File: config.mk
export PLATFORM = sky130hd
export DESIGN_NAME = bounce_box_ctrl
export DESIGN_NICKNAME = d
export VERILOG_FILES = /design/src/rtl/bb_pkg.sv /design/src/rtl/bb_pacer.sv /design/src/rtl/bb_scan.sv /design/src/rtl/bb_axis.sv /design/src/rtl/bb_fsm.sv /design/src/rtl/bounce_box_ctrl.sv
export SDC_FILE = /design/constraint.sdc
export NUM_CORES = 1
export LEC_CHECK = 0
export BUFFER_PORTS_ARGS = -buffer_cell sky130_fd_sc_hd__buf_2
export CAP_MARGIN = 25
export CORE_MARGIN = 5
export CORE_UTILIZATION = 50
export CTS_CLUSTER_SIZE = 28
export DETAILED_ROUTE_END_ITERATION = 16
export GPL_ROUTABILITY_DRIVEN = 0
export PLACE_DENSITY = 0.71
export RECOVER_POWER = 100
export SYNTH_ARGS = -nofsm -noshare
export SYNTH_HDL_FRONTEND = slang
export SYNTH_SLANG_ARGS = --single-unit
File: constraint.sdc
create_clock -name clk -period 2.8 [get_ports clk]
set_input_delay 0.42 -clock clk [delete_from_list [all_inputs] [get_ports clk]]
set_output_delay 0.42 -clock clk [all_outputs]
set_load 0.02 [all_outputs]
File: src/rtl/bb_pkg.sv
package bb_pkg;

    typedef enum logic [2:0] {
        ST_IDLE,
        ST_DRAW,
        ST_HOLD,
        ST_ERASE,
        ST_MOVE
    } bb_state_t;

    function automatic int frame_reload(input int clk_hz, input int per_sec);
        return (clk_hz / per_sec) - 1;
    endfunction

endpackage

File: src/rtl/bb_pacer.sv
module bb_pacer #(
    parameter int RELOAD = 1199
) (
    input  logic clk,
    input  logic rst_n,
    output logic tick
);
    localparam int CW = (RELOAD < 2) ? 1 : $clog2(RELOAD + 1);

    logic [CW-1:0] count;

    assign tick = (count == '0);

    always_ff @(posedge clk) begin
        if (!rst_n) begin
            count <= CW'(RELOAD);
        end else if (tick) begin
            count <= CW'(RELOAD);
        end else begin
            count <= count - 1'b1;
        end
    end
endmodule

File: src/rtl/bb_scan.sv
module bb_scan #(
    parameter int BOX = 16
) (
    input  logic                      clk,
    input  logic                      rst_n,
    input  logic                      active,
    output logic [$clog2(BOX)-1:0]    col,
    output logic [$clog2(BOX)-1:0]    row,
    output logic                      last
);
    localparam int SW = $clog2(BOX);
    localparam int NW = 2 * SW;

    logic [NW-1:0] idx;

    assign col  = idx[SW-1:0];
    assign row  = idx[NW-1:SW];
    assign last = active && (idx == {NW{1'b1}});

    always_ff @(posedge clk) begin
        if (!rst_n || !active || last) begin
            idx <= '0;
        end else begin
            idx <= idx + 1'b1;
        end
    end
endmodule

File: src/rtl/bb_axis.sv
module bb_axis #(
    parameter int CW      = 7,
    parameter int MAX_ORG = 112
) (
    input  logic          clk,
    input  logic          rst_n,
    input  logic          step,
    output logic [CW-1:0] org,
    output logic          fwd
);
    logic at_hi;
    logic at_lo;
    logic fwd_next;

    assign at_hi    = (org == CW'(MAX_ORG));
    assign at_lo    = (org == '0);
    assign fwd_next = fwd ? !at_hi : at_lo;

    always_ff @(posedge clk) begin
        if (!rst_n) begin
            org <= '0;
            fwd <= 1'b1;
        end else if (step) begin
            fwd <= fwd_next;
            org <= fwd_next ? org + 1'b1 : org - 1'b1;
        end
    end
endmodule

File: src/rtl/bb_fsm.sv
module bb_fsm
    import bb_pkg::*;
(
    input  logic      clk,
    input  logic      rst_n,
    input  logic      scan_last,
    input  logic      frame_tick,
    output bb_state_t state,
    output logic      scan_on,
    output logic      plot_color,
    output logic      do_step
);
    bb_state_t state_nx;

    always_comb begin
        state_nx = state;
        unique case (state)
            ST_IDLE:  state_nx = ST_DRAW;
            ST_DRAW:  if (scan_last)  state_nx = ST_HOLD;
            ST_HOLD:  if (frame_tick) state_nx = ST_ERASE;
            ST_ERASE: if (scan_last)  state_nx = ST_MOVE;
            ST_MOVE:  state_nx = ST_DRAW;
            default:  state_nx = ST_IDLE;
        endcase
    end

    always_ff @(posedge clk) begin
        if (!rst_n) begin
            state <= ST_IDLE;
        end else begin
            state <= state_nx;
        end
    end

    always_comb begin
        scan_on    = 1'b0;
        plot_color = 1'b0;
        do_step    = 1'b0;
        unique case (state)
            ST_IDLE:  ;
            ST_DRAW:  begin scan_on = 1'b1; plot_color = 1'b1; end
            ST_HOLD:  ;
            ST_ERASE: scan_on = 1'b1;
            ST_MOVE:  do_step = 1'b1;
            default:  ;
        endcase
    end
endmodule

File: src/rtl/bounce_box_ctrl.sv
module bounce_box_ctrl
    import bb_pkg::*;
#(
    parameter int          CLK_HZ        = 50_000_000,
    parameter int          MOVES_PER_SEC = 4,
    parameter int          SCREEN        = 128,
    parameter int          BOX           = 16,
    parameter int          COLOR_W       = 24,
    parameter logic [23:0] DRAW_COLOR    = 24'hFF_00_FF
) (
    input  logic                      clk,
    input  logic                      rst_n,
    output logic                      pix_we,
    output logic [$clog2(SCREEN)-1:0] pix_x,
    output logic [$clog2(SCREEN)-1:0] pix_y,
    output logic [COLOR_W-1:0]        pix_rgb
);
    localparam int CW      = $clog2(SCREEN);
    localparam int SW      = $clog2(BOX);
    localparam int MAX_ORG = SCREEN - BOX;
    localparam int RELOAD  = frame_reload(CLK_HZ, MOVES_PER_SEC);

    bb_state_t      state;
    logic           frame_tick;
    logic           scan_on;
    logic           scan_last;
    logic           plot_color;
    logic           do_step;
    logic [SW-1:0]  col;
    logic [SW-1:0]  row;
    logic [CW-1:0]  org [2];
    logic           fwd [2];
    logic [CW-1:0]  box_x;
    logic [CW-1:0]  box_y;
    logic           dir_x;
    logic           dir_y;

    bb_pacer #(.RELOAD(RELOAD)) u_pacer (
        .clk  (clk),
        .rst_n(rst_n),
        .tick (frame_tick)
    );

    bb_scan #(.BOX(BOX)) u_scan (
        .clk   (clk),
        .rst_n (rst_n),
        .active(scan_on),
        .col   (col),
        .row   (row),
        .last  (scan_last)
    );

    bb_fsm u_fsm (
        .clk       (clk),
        .rst_n     (rst_n),
        .scan_last (scan_last),
        .frame_tick(frame_tick),
        .state     (state),
        .scan_on   (scan_on),
        .plot_color(plot_color),
        .do_step   (do_step)
    );

    for (genvar a = 0; a < 2; a++) begin : g_axis
        bb_axis #(.CW(CW), .MAX_ORG(MAX_ORG)) u_axis (
            .clk  (clk),
            .rst_n(rst_n),
            .step (do_step),
            .org  (org[a]),
            .fwd  (fwd[a])
        );
    end

    assign box_x = org[0];
    assign box_y = org[1];
    assign dir_x = fwd[0];
    assign dir_y = fwd[1];

    assign pix_we  = scan_on;
    assign pix_x   = box_x + CW'(col);
    assign pix_y   = box_y + CW'(row);
    assign pix_rgb = plot_color ? COLOR_W'(DRAW_COLOR) : '0;
endmodule

Word level (Yosys, flattened, before mapping)
Cells that the tools add are included.
{"block": "totals", "register_bits": 51, "output_inout_bits": 39, "elab_cells": 53}
{"block": "op_classes", "add_sub_neg": 8, "n_eq_ne": 10, "muxes": 12, "n_bitwise": 1, "n_reduce_logical": 15}
{"op": "24-bit zero test", "count": 1}
{"op": "24-bit two-way mux", "count": 1}
{"op": "24-bit by 1-bit subtractor with 24-bit output, second input constant", "count": 1}
{"op": "7-bit by 1-bit adder with 7-bit output, second input constant", "count": 2}
{"op": "7-bit by 4-bit adder with 7-bit output", "count": 2}
{"op": "7-bit == test, second input constant", "count": 2}
{"op": "7-bit zero test", "count": 2}
{"op": "7-bit two-way mux", "count": 2}
{"op": "7-bit by 1-bit subtractor with 7-bit output, second input constant", "count": 2}
{"op": "3-bit case mux with 4 select lines", "count": 1}
{"op": "3-bit two-way mux", "count": 3}
{"op": "8-bit by 1-bit adder with 8-bit output, second input constant", "count": 1}
{"op": "8-bit == test, second input constant", "count": 1}
{"op": "3-bit by 2-bit == test with 1-bit output, second input constant", "count": 2}
{"op": "2-bit inequality test, second input constant", "count": 3}
{"op": "2-bit OR reduction", "count": 3}
{"op": "1-bit two-way mux", "count": 5}
{"op": "1-bit zero test", "count": 4}
{"op": "3-bit by 1-bit == test with 1-bit output, second input constant", "count": 1}
{"op": "3-bit == test, second input constant", "count": 1}
{"op": "3-bit zero test", "count": 1}
{"op": "3-bit AND reduction", "count": 1}
{"op": "1-bit logical OR", "count": 2}
{"op": "1-bit logical AND", "count": 1}
{"op": "1-bit NOT", "count": 1}

Longest topological paths before layout
Gate-level depths: netlist of the first run.
{"block": "depth", "ltp_word": 6, "depth_mapped": 10, "mapped_depth_nobuf": 9}

By module
Synthesis of the first run repeated with hierarchy kept, for this count alone.
{"block": "hier_totals", "hier_cells": 388, "area_unflattened_um2": 3298.2}
{"module": "bb_pacer", "n_inst": 1, "cells_per_inst": 123, "area_each_um2": 1132.3}
{"module": "bb_axis", "n_inst": 2, "cells_per_inst": 67, "area_each_um2": 548.0}
{"module": "bounce_box_ctrl", "n_inst": 1, "cells_per_inst": 74, "area_each_um2": 571.8}
{"module": "bb_scan", "n_inst": 1, "cells_per_inst": 40, "area_each_um2": 354.1}
{"module": "bb_fsm", "n_inst": 1, "cells_per_inst": 17, "area_each_um2": 143.9}

Worst setup path before layout of the first run
OpenSTA, ideal clock, no wires.
{"block": "synth_path", "path_kind": "reg-to-reg", "from": "register g_axis[1].u_axis.org[2]", "to": "register g_axis[1].u_axis.org[6]", "setup_time_ns": 0.116, "arrival_time_ns": 2.306, "path_slack_ns": 0.378, "path_stages_with_launch": 11, "n_path_buf": 1, "path_cell_list": "dfxtp_1 > clkbuf_1 > nor4_1 > a221oi_4 > xnor2_1 > ha_1 > nor2_1 > a21oi_1 > a211oi_1 > o21ai_0 > and3b_1"}
{"block": "synth_between", "elab_chain_cells": 4, "word_cells_on_any_way": 7, "classes_between": "2 x add/sub; 1 x eq/ne; 2 x mux; 2 x reduce/logical"}
{"item": "start: declaration", "line": "bb_axis.sv:8", "source": "output logic [CW-1:0] org,"}
{"item": "start signal: assignment", "line": "bb_axis.sv:25", "source": "org <= fwd_next ? org + 1'b1 : org - 1'b1;"}
{"item": "branches (longest 3 deep; another with 7-bit by 1-bit subtractor with 7-bit output)"}
{"item": "7-bit two-way mux *", "line": "bb_axis.sv:25"}
Mark *: on every way between the ends.
A chain may end at the register's enable or synchronous reset.

Worst setup path in the final report of the first run
{"block": "layout_path", "from": "register g_axis[1].u_axis.org[1]", "to": "output port pix_y[6]"}
{"block": "layout_between", "elab_chain_cells": 1}
{"item": "7-bit by 4-bit adder with 7-bit output", "line": "bounce_box_ctrl.sv:81", "source": "assign pix_y = box_y + CW'(row);"}
{"item": "end: declaration", "line": "bounce_box_ctrl.sv:15", "source": "output logic [$clog2(SCREEN)-1:0] pix_y,"}
Every way passes these cells.

==> impl_metrics.py, run 1 <==
metrics = {
    "critical_path": {
        "crit_slowest_cell": "dfxtp_1",
        "crit_path_cell_trace": "inv_1, fa_1, nor2b_1, o21ai_0, nand2b_1, and3_1, xnor2_1, clkbuf_2",
        "crit_family": "flip-flops",
        "cp_max_fo": 8,
        "reg2reg_to": "g_axis[1].u_axis.org[6]",
        "critPathBufInv": 2,
        "cp-start-kind": "flop",
        "required_ps": 2380,
        "criticalPathCategory": "reg -> out",
        "cp-end-kind": "output pin",
        "reg2reg_slack_ps": 330,
        "worst_ep_arrival_time_ps": 2230,
        "cpPeakStageDelay_ps": 500,
        "reg2reg_depth": 10,
        "worstReg2RegStart": "g_axis[1].u_axis.org[2]",
    },
    "clock_tree": {
        "insertion_delay_ps": 300,
        "cts.htree.levels": 2,
        "cts_tree": "built",
        "cts_resized": 0,
        "clkSinkCount": 51,
        "root_buffer": "clkbuf_8",
        "cts_inserted_buffers": 5,
        "post_cts_buffers": 0,
        "cts.path.max_buffers": 2,
        "holdBufCountCts": 0,
        "path_clk_slew_ps": 90,
    },
    "floorplan": {
        "io_pins": 41,
        "die_h_um": 89.1,
        "rows": 28,
        "die_area_um2": 7940,
        "core_um2": 5990,
        "initial_utilization_pct": 52.3,
        "fp.dieW_um": 89.1,
    },
    "global_route": {
        "grt_pass1_vias": 2215,
        "grt.overflow.total": 0,
        "antenna_found_initial": 0,
        "grt_pass1_wl_mm": 10.2,
        "grtUsageTotal_pct": 16.0,
        "grt_max_degree": 24,
    },
    "detailed_routing": {
        "num_vias": 2415,
        "via_per_inst": 5.34,
        "dr.first_iter.drc_count": 104,
        "drtAntennaViolNets": 0,
        "wl_mm": 5.80,
        "wire_per_inst_um": 12.8,
        "first_pass_iters": 4,
        "post-route-drc-count": 0,
    },
    "layout": {
        "antenna_cells": 0,
        "num-fill-cells": 575,
        "nNetsFinal": 393,
        "syn2layout_area_growth_pct": 2.52,
        "fin_cells": 452,
        "layout_common_cells": "dfxtp_1, xnor2_1, clkbuf_1",
        "drive_above_1_share_pct": 6.37,
        "final_common_cell": "dfxtp_1",
    },
    "flow_run": {
        "cap_violations": 0,
    },
    "sta": {
        "worst_slew_pin_slew_ps": 545,
        "max_freq_mhz": 377,
        "timing.final.crit_share_pct": 94.8,
        "worst_slack_ps": 145,
        "max_slew_margin_pct": 63.7,
        "maxSlewViolCount": 0,
        "rsz0062_at_grt": "no",
        "setup_viol_count_final": 0,
        "hold_viol_final": 0,
        "hold_slack_ps": 424,
        "period_needed_ps": 2650,
        "finClkSkew_ps": 3.70,
        "setup_tns_ps": 0,
    },
    "logic_synthesis": {
        "synth_ff_type": "dfxtp_1",
        "avgSynthCellArea_um2": 8.55,
        "synth_area_um2": 3130,
        "ys_warn_count": 0,
        "synth_cell_types": 47,
        "synthCells": 366,
        "synth_edf_count": 0,
        "async_reset_ff_share_pct": 0,
        "seq_area_frac_synth_pct": 32.6,
        "ys_seq_elements": 51,
    },
    "place": {
        "post-dp-hpwl_mm": 4.23,
        "numPortBuffers": 32,
        "place_ws_ps": 375,
        "dp_cells": 443,
    },
    "worst_hold_path": {
        "hold_depth": 1,
        "holdPathEnd": "u_pacer.count[0]",
        "hold_class": "reg -> reg",
        "min_from": "u_pacer.count[0]",
    },
    "pwr": {
        "p_leak_nw": 1.22,
        "powerDensity_nw_per_um2": 406,
        "peakVddDrop_mv": 0.217,
    },
    "outcome": {
        "outcome": "finished, final reports clean",
    },
}
==> through the flow <==
step	area [um2]	total power [W]	util (%)
final	3210	0.00130	53.6
after global routing	3210	0.00136	53.6
after CTS	3270	0.00133	54.6
after detailed placement	3180	0.000913	53.1
after global placement	3180	0.000910	53.1
after floorplan	3160	0.000918	-
==> cell families (layout without fill, tap and decap cells) <==
logic type	count (synthesis)	after routing	share of synthesized area (%)
multiplexers	7	7	2.24
XOR/XNOR	47	47	13.1
AND/OR/NAND/NOR	152	152	25.8
AO/OA/AOI/OAI	36	36	9.07
adder cells (fa/ha/maj)	15	15	6.47
buffers and inverters	57	61	10.5
other	1	8	0.120
flip-flops	51	51	32.6
==> final cells by class <==
cell class	count	area, um2	share of cell area, %
clock inverter	2	12.5	0.390
sequential	51	1020	31.9
tap	75	93.8	2.92
multi-input combinational	265	1780	55.6
clock buffer	6	72.6	2.26
timing repair buffer	40	173	5.38
inverter	13	48.8	1.52
==> worst register-to-register path, cell delays in order, from the launching register on <==
cell	delay (ps)
dfxtp_1	510
nor4_1	90
clkbuf_1	180
a221oi_4	470
xnor2_1	120
ha_1	230
nor2_1	180
a21oi_1	60
a211oi_1	250
o21ai_0	100
and3b_1	170
==> flip-flops by register name, indices dropped and copies added (netlist names) <==
register,flops
u_pacer.count,24
g_axis.u_axis.org,14
u_scan.idx,8
u_fsm.state,3
g_axis.u_axis.fwd,2
==> synth_stat cells, types with 3 or more instances <==
cell type	count	area [um2]
a21oi_1	5	25.0
and2_1	10	62.6
and3_1	4	25.0
buf_4	24	180
buf_6	3	33.8
clkbuf_1	15	56.3
dfxtp_1	51	1020
ha_1	13	163
inv_1	13	48.8
mux2i_1	7	70.1
nand2_1	28	105
nand2b_1	3	18.8
nand3_1	17	85.1
nand4_1	9	56.3
nor2_1	28	105
nor2b_1	9	56.3
nor3_1	13	65.1
nor3b_1	3	22.5
nor4_1	9	56.3
o211ai_1	3	22.5
o21ai_0	9	45.0
o41a_1	3	33.8
or3_1	6	37.5
or4_1	4	30.0
xnor2_1	32	280
xor2_1	15	131
==> how the worst max path moves through the flow <==
stage               slack [ps]                      end                    start  depth (start not counted)
floorplan                  380  g_axis[1].u_axis.org[6]  g_axis[1].u_axis.org[2]                         10
global placement           420  g_axis[1].u_axis.org[6]  g_axis[1].u_axis.org[0]                          9
detailed placement         380  g_axis[1].u_axis.org[6]  g_axis[1].u_axis.org[0]                          9
CTS                         40                 pix_x[6]  g_axis[0].u_axis.org[0]                          9
global route                 5                 pix_x[6]  g_axis[0].u_axis.org[0]                          9
finish                     150                 pix_y[6]  g_axis[1].u_axis.org[1]                          8
==> where the power goes <==
part | switching (W) | internal [W] | total (W) | leakage [nW]
registers | 0.0000101 | 0.000733 | 0.000743 | 0.414
clock network | 0.000243 | 0.000175 | 0.000419 | 0.0412
logic | 0.000109 | 0.0000305 | 0.000140 | 0.765
==> metal layers <==
layer,global-route usage (%),wire (um),vias to the layer above
met4,6.36,61,0
met5,0,0,-
li1,-,-,1244
met3,2.58,367,6
met1,22.7,2770,1104
met2,24.3,2600,61
Note: power is estimated with default switching activity, not from simulation.
==> run 2: changes to the inputs <==
==> constraint.sdc (replaced) <==
create_clock -name clk -period 2.8 [get_ports clk]
set_input_delay 0.7 -clock clk [delete_from_list [all_inputs] [get_ports clk]]
set_output_delay 0.7 -clock clk [all_outputs]
set_load 0.02 [all_outputs]
==> run 2 against run 1 <==
  * Clock skew is 3.2 ps higher
  * Via count grew 0.75%
  * Utilization rose by 1.9 points
  * Global-route usage rose by 0.28 points
  * Fmax decreased by 2.9%
  * Design area increased by 3.6%
  * Sequential share of layout area decreased by 0.62 points
  * Clock power grew 8.4%
  * Combinational power is 11% higher
  * Register-to-register slack worse by 210 ps
  * Worst setup slack worse by 79 ps
  * Largest cell class unchanged
==> impl_metrics.py, run 2 (synthesis results as in run 1) <==
metrics = {
    "outcome": {
        "outcome": "finished, final reports clean",
    },
    "sta": {
        "hold_slack_ps": 428,
        "rsz0062_at_grt": "yes",
        "setup_viol_count_final": 0,
        "max_freq_mhz": 366,
        "period_needed_ps": 2730,
        "finClkSkew_ps": 6.88,
        "hold_viol_final": 0,
        "setup_tns_ps": 0,
        "maxSlewViolCount": 0,
        "max_slew_margin_pct": 61.3,
        "worst_slew_pin_slew_ps": 576,
        "timing.final.crit_share_pct": 97.6,
        "worst_slack_ps": 66.8,
    },
    "detailed_routing": {
        "met1_length_mm": 2.93,
        "post-route-drc-count": 0,
        "wire_per_inst_um": 13.2,
        "wl_mm": 6.05,
        "met3_length_um": 286,
        "num_vias": 2433,
        "dr.first_iter.drc_count": 103,
        "met2_length_mm": 2.73,
        "first_pass_iters": 4,
        "drtAntennaViolNets": 0,
        "via_per_inst": 5.31,
        "top_layer": "met4",
    },
    "pwr": {
        "finalPower_w": 0.00135,
        "powerDensity_nw_per_um2": 405,
        "p_leak_nw": 1.29,
        "peakVddDrop_mv": 0.202,
    },
    "global_route": {
        "grtUsageTotal_pct": 16.3,
        "grt.overflow.total": 0,
        "antenna_found_initial": 0,
        "grt_pass1_wl_mm": 10.2,
        "grt_max_degree": 23,
        "grt_pass1_vias": 2195,
    },
    "clock_tree": {
        "insertion_delay_ps": 310,
        "path_clk_slew_ps": 100,
        "cts.htree.levels": 2,
        "cts_inserted_buffers": 5,
        "cts_tree": "built",
        "root_buffer": "clkbuf_8",
        "cts.path.max_buffers": 2,
        "holdBufCountCts": 0,
        "clkSinkCount": 51,
    },
    "layout": {
        "largest_reg_flops": 24,
        "syn2layout_area_growth_pct": 6.20,
        "reg_top3": "u_pacer.count (24), g_axis.u_axis.org (14), u_scan.idx (8)",
        "fin_cells": 458,
        "antenna_cells": 0,
        "final_common_cell": "dfxtp_1",
        "layout_common_cells": "dfxtp_1, xnor2_1, nand2_1, nor2_1, buf_2",
        "nNetsFinal": 399,
        "drive_above_1_share_pct": 16.2,
        "largest_register": "u_pacer.count",
    },
    "worst_hold_path": {
        "hold_class": "reg -> reg",
        "hold_depth": 1,
    },
    "critical_path": {
        "cp-start-kind": "flop",
        "cp_max_fo": 5,
        "criticalPathCategory": "reg -> out",
        "reg2reg_depth": 10,
        "worst_ep_arrival_time_ps": 2030,
        "required_ps": 2100,
        "cp-end-kind": "output pin",
    },
    "floorplan": {
        "die_h_um": 89.1,
        "die_area_um2": 7940,
        "core_um2": 5990,
        "initial_utilization_pct": 52.3,
        "rows": 28,
        "fp.dieW_um": 89.1,
        "io_pins": 41,
    },
    "place": {
        "place_ws_ps": 195,
        "post-dp-hpwl_mm": 4.37,
        "numPortBuffers": 32,
        "dp_cells": 446,
    },
    "flow_run": {
        "cap_violations": 0,
    },
}
## run 2: changes by cell type in the layout (fill, tap and decap cells not counted), moves of 2 or more
cell | previous run | this run
a21boi_0 | 4 | 2
a21boi_1 | 0 | 2
and2_0 | 5 | 2
and2_1 | 5 | 8
buf_2 | 4 | 28
buf_4 | 4 | 9
clkbuf_1 | 31 | 8
clkbuf_2 | 2 | 0
dfxtp_1 | 48 | 43
dfxtp_4 | 0 | 4
fa_1 | 2 | 0
fa_2 | 0 | 2
## run 2: path summary, 6_finish.rpt
check	to	startpoint	slack [ps]
worst max-delay path	pix_y[6]	g_axis[1].u_axis.org[0]	70
worst min-delay path	u_pacer.count[0]	u_pacer.count[0]	430
worst max register to register	g_axis[1].u_axis.org[6]	g_axis[1].u_axis.org[0]	120
worst min register to register	u_pacer.count[0]	u_pacer.count[0]	430
## run 2: metal layers
| metal | vias up | GRT usage, % |
|---|---|---|
| met5 | - | 0 |
| met4 | 0 | 5.68 |
| met3 | 7 | 3.32 |
| met2 | 54 | 25.3 |
| met1 | 1120 | 22.6 |
| li1 | 1252 | - |
## run 2: per-stage QoR
step	utilization [%]	cell area, um2
4_1_cts	55.6	3330
2_1_floorplan	-	3160
3_3_place_gp	53.4	3200
5_1_grt	55.5	3320
3_5_place_dp	53.6	3210
6_report	55.5	3320
## run 2: worst max-delay path, cell delays in order (launching register included)
cell and delay, ps:
dfxtp_4 400, ha_4 140, inv_1 50, fa_2 350, nor2b_1 120, o21ai_0 90, nand2b_1 100, and3_4 190
xnor2_1 110, buf_2 180
## run 2: cell type report
| type | count | area [um2] |
|---|---|---|
| multi-input cells | 265 | 1790 |
| inverters | 13 | 48.8 |
| clock inverters | 2 | 16.3 |
| well taps | 75 | 93.8 |
| clock buffers | 6 | 82.6 |
| flip-flops and latches | 51 | 1040 |
| fillers | 575 | 2670 |
| repair buffers | 46 | 249 |
## run 2: power breakdown
| group | internal, W | switching (W) | total (W) |
|---|---|---|---|
| clock network | 0.000202 | 0.000252 | 0.000454 |
| logic | 0.0000441 | 0.000110 | 0.000155 |
| registers | 0.000729 | 0.00000911 | 0.000738 |
| total | 0.000976 | 0.000372 | 0.00135 |
## run 2: repair_timing
action	in CTS	in global routing
gates resized for setup	9	12
endpoints found under the setup margin	4	4
pin swaps	0	0
setup buffers	1	3
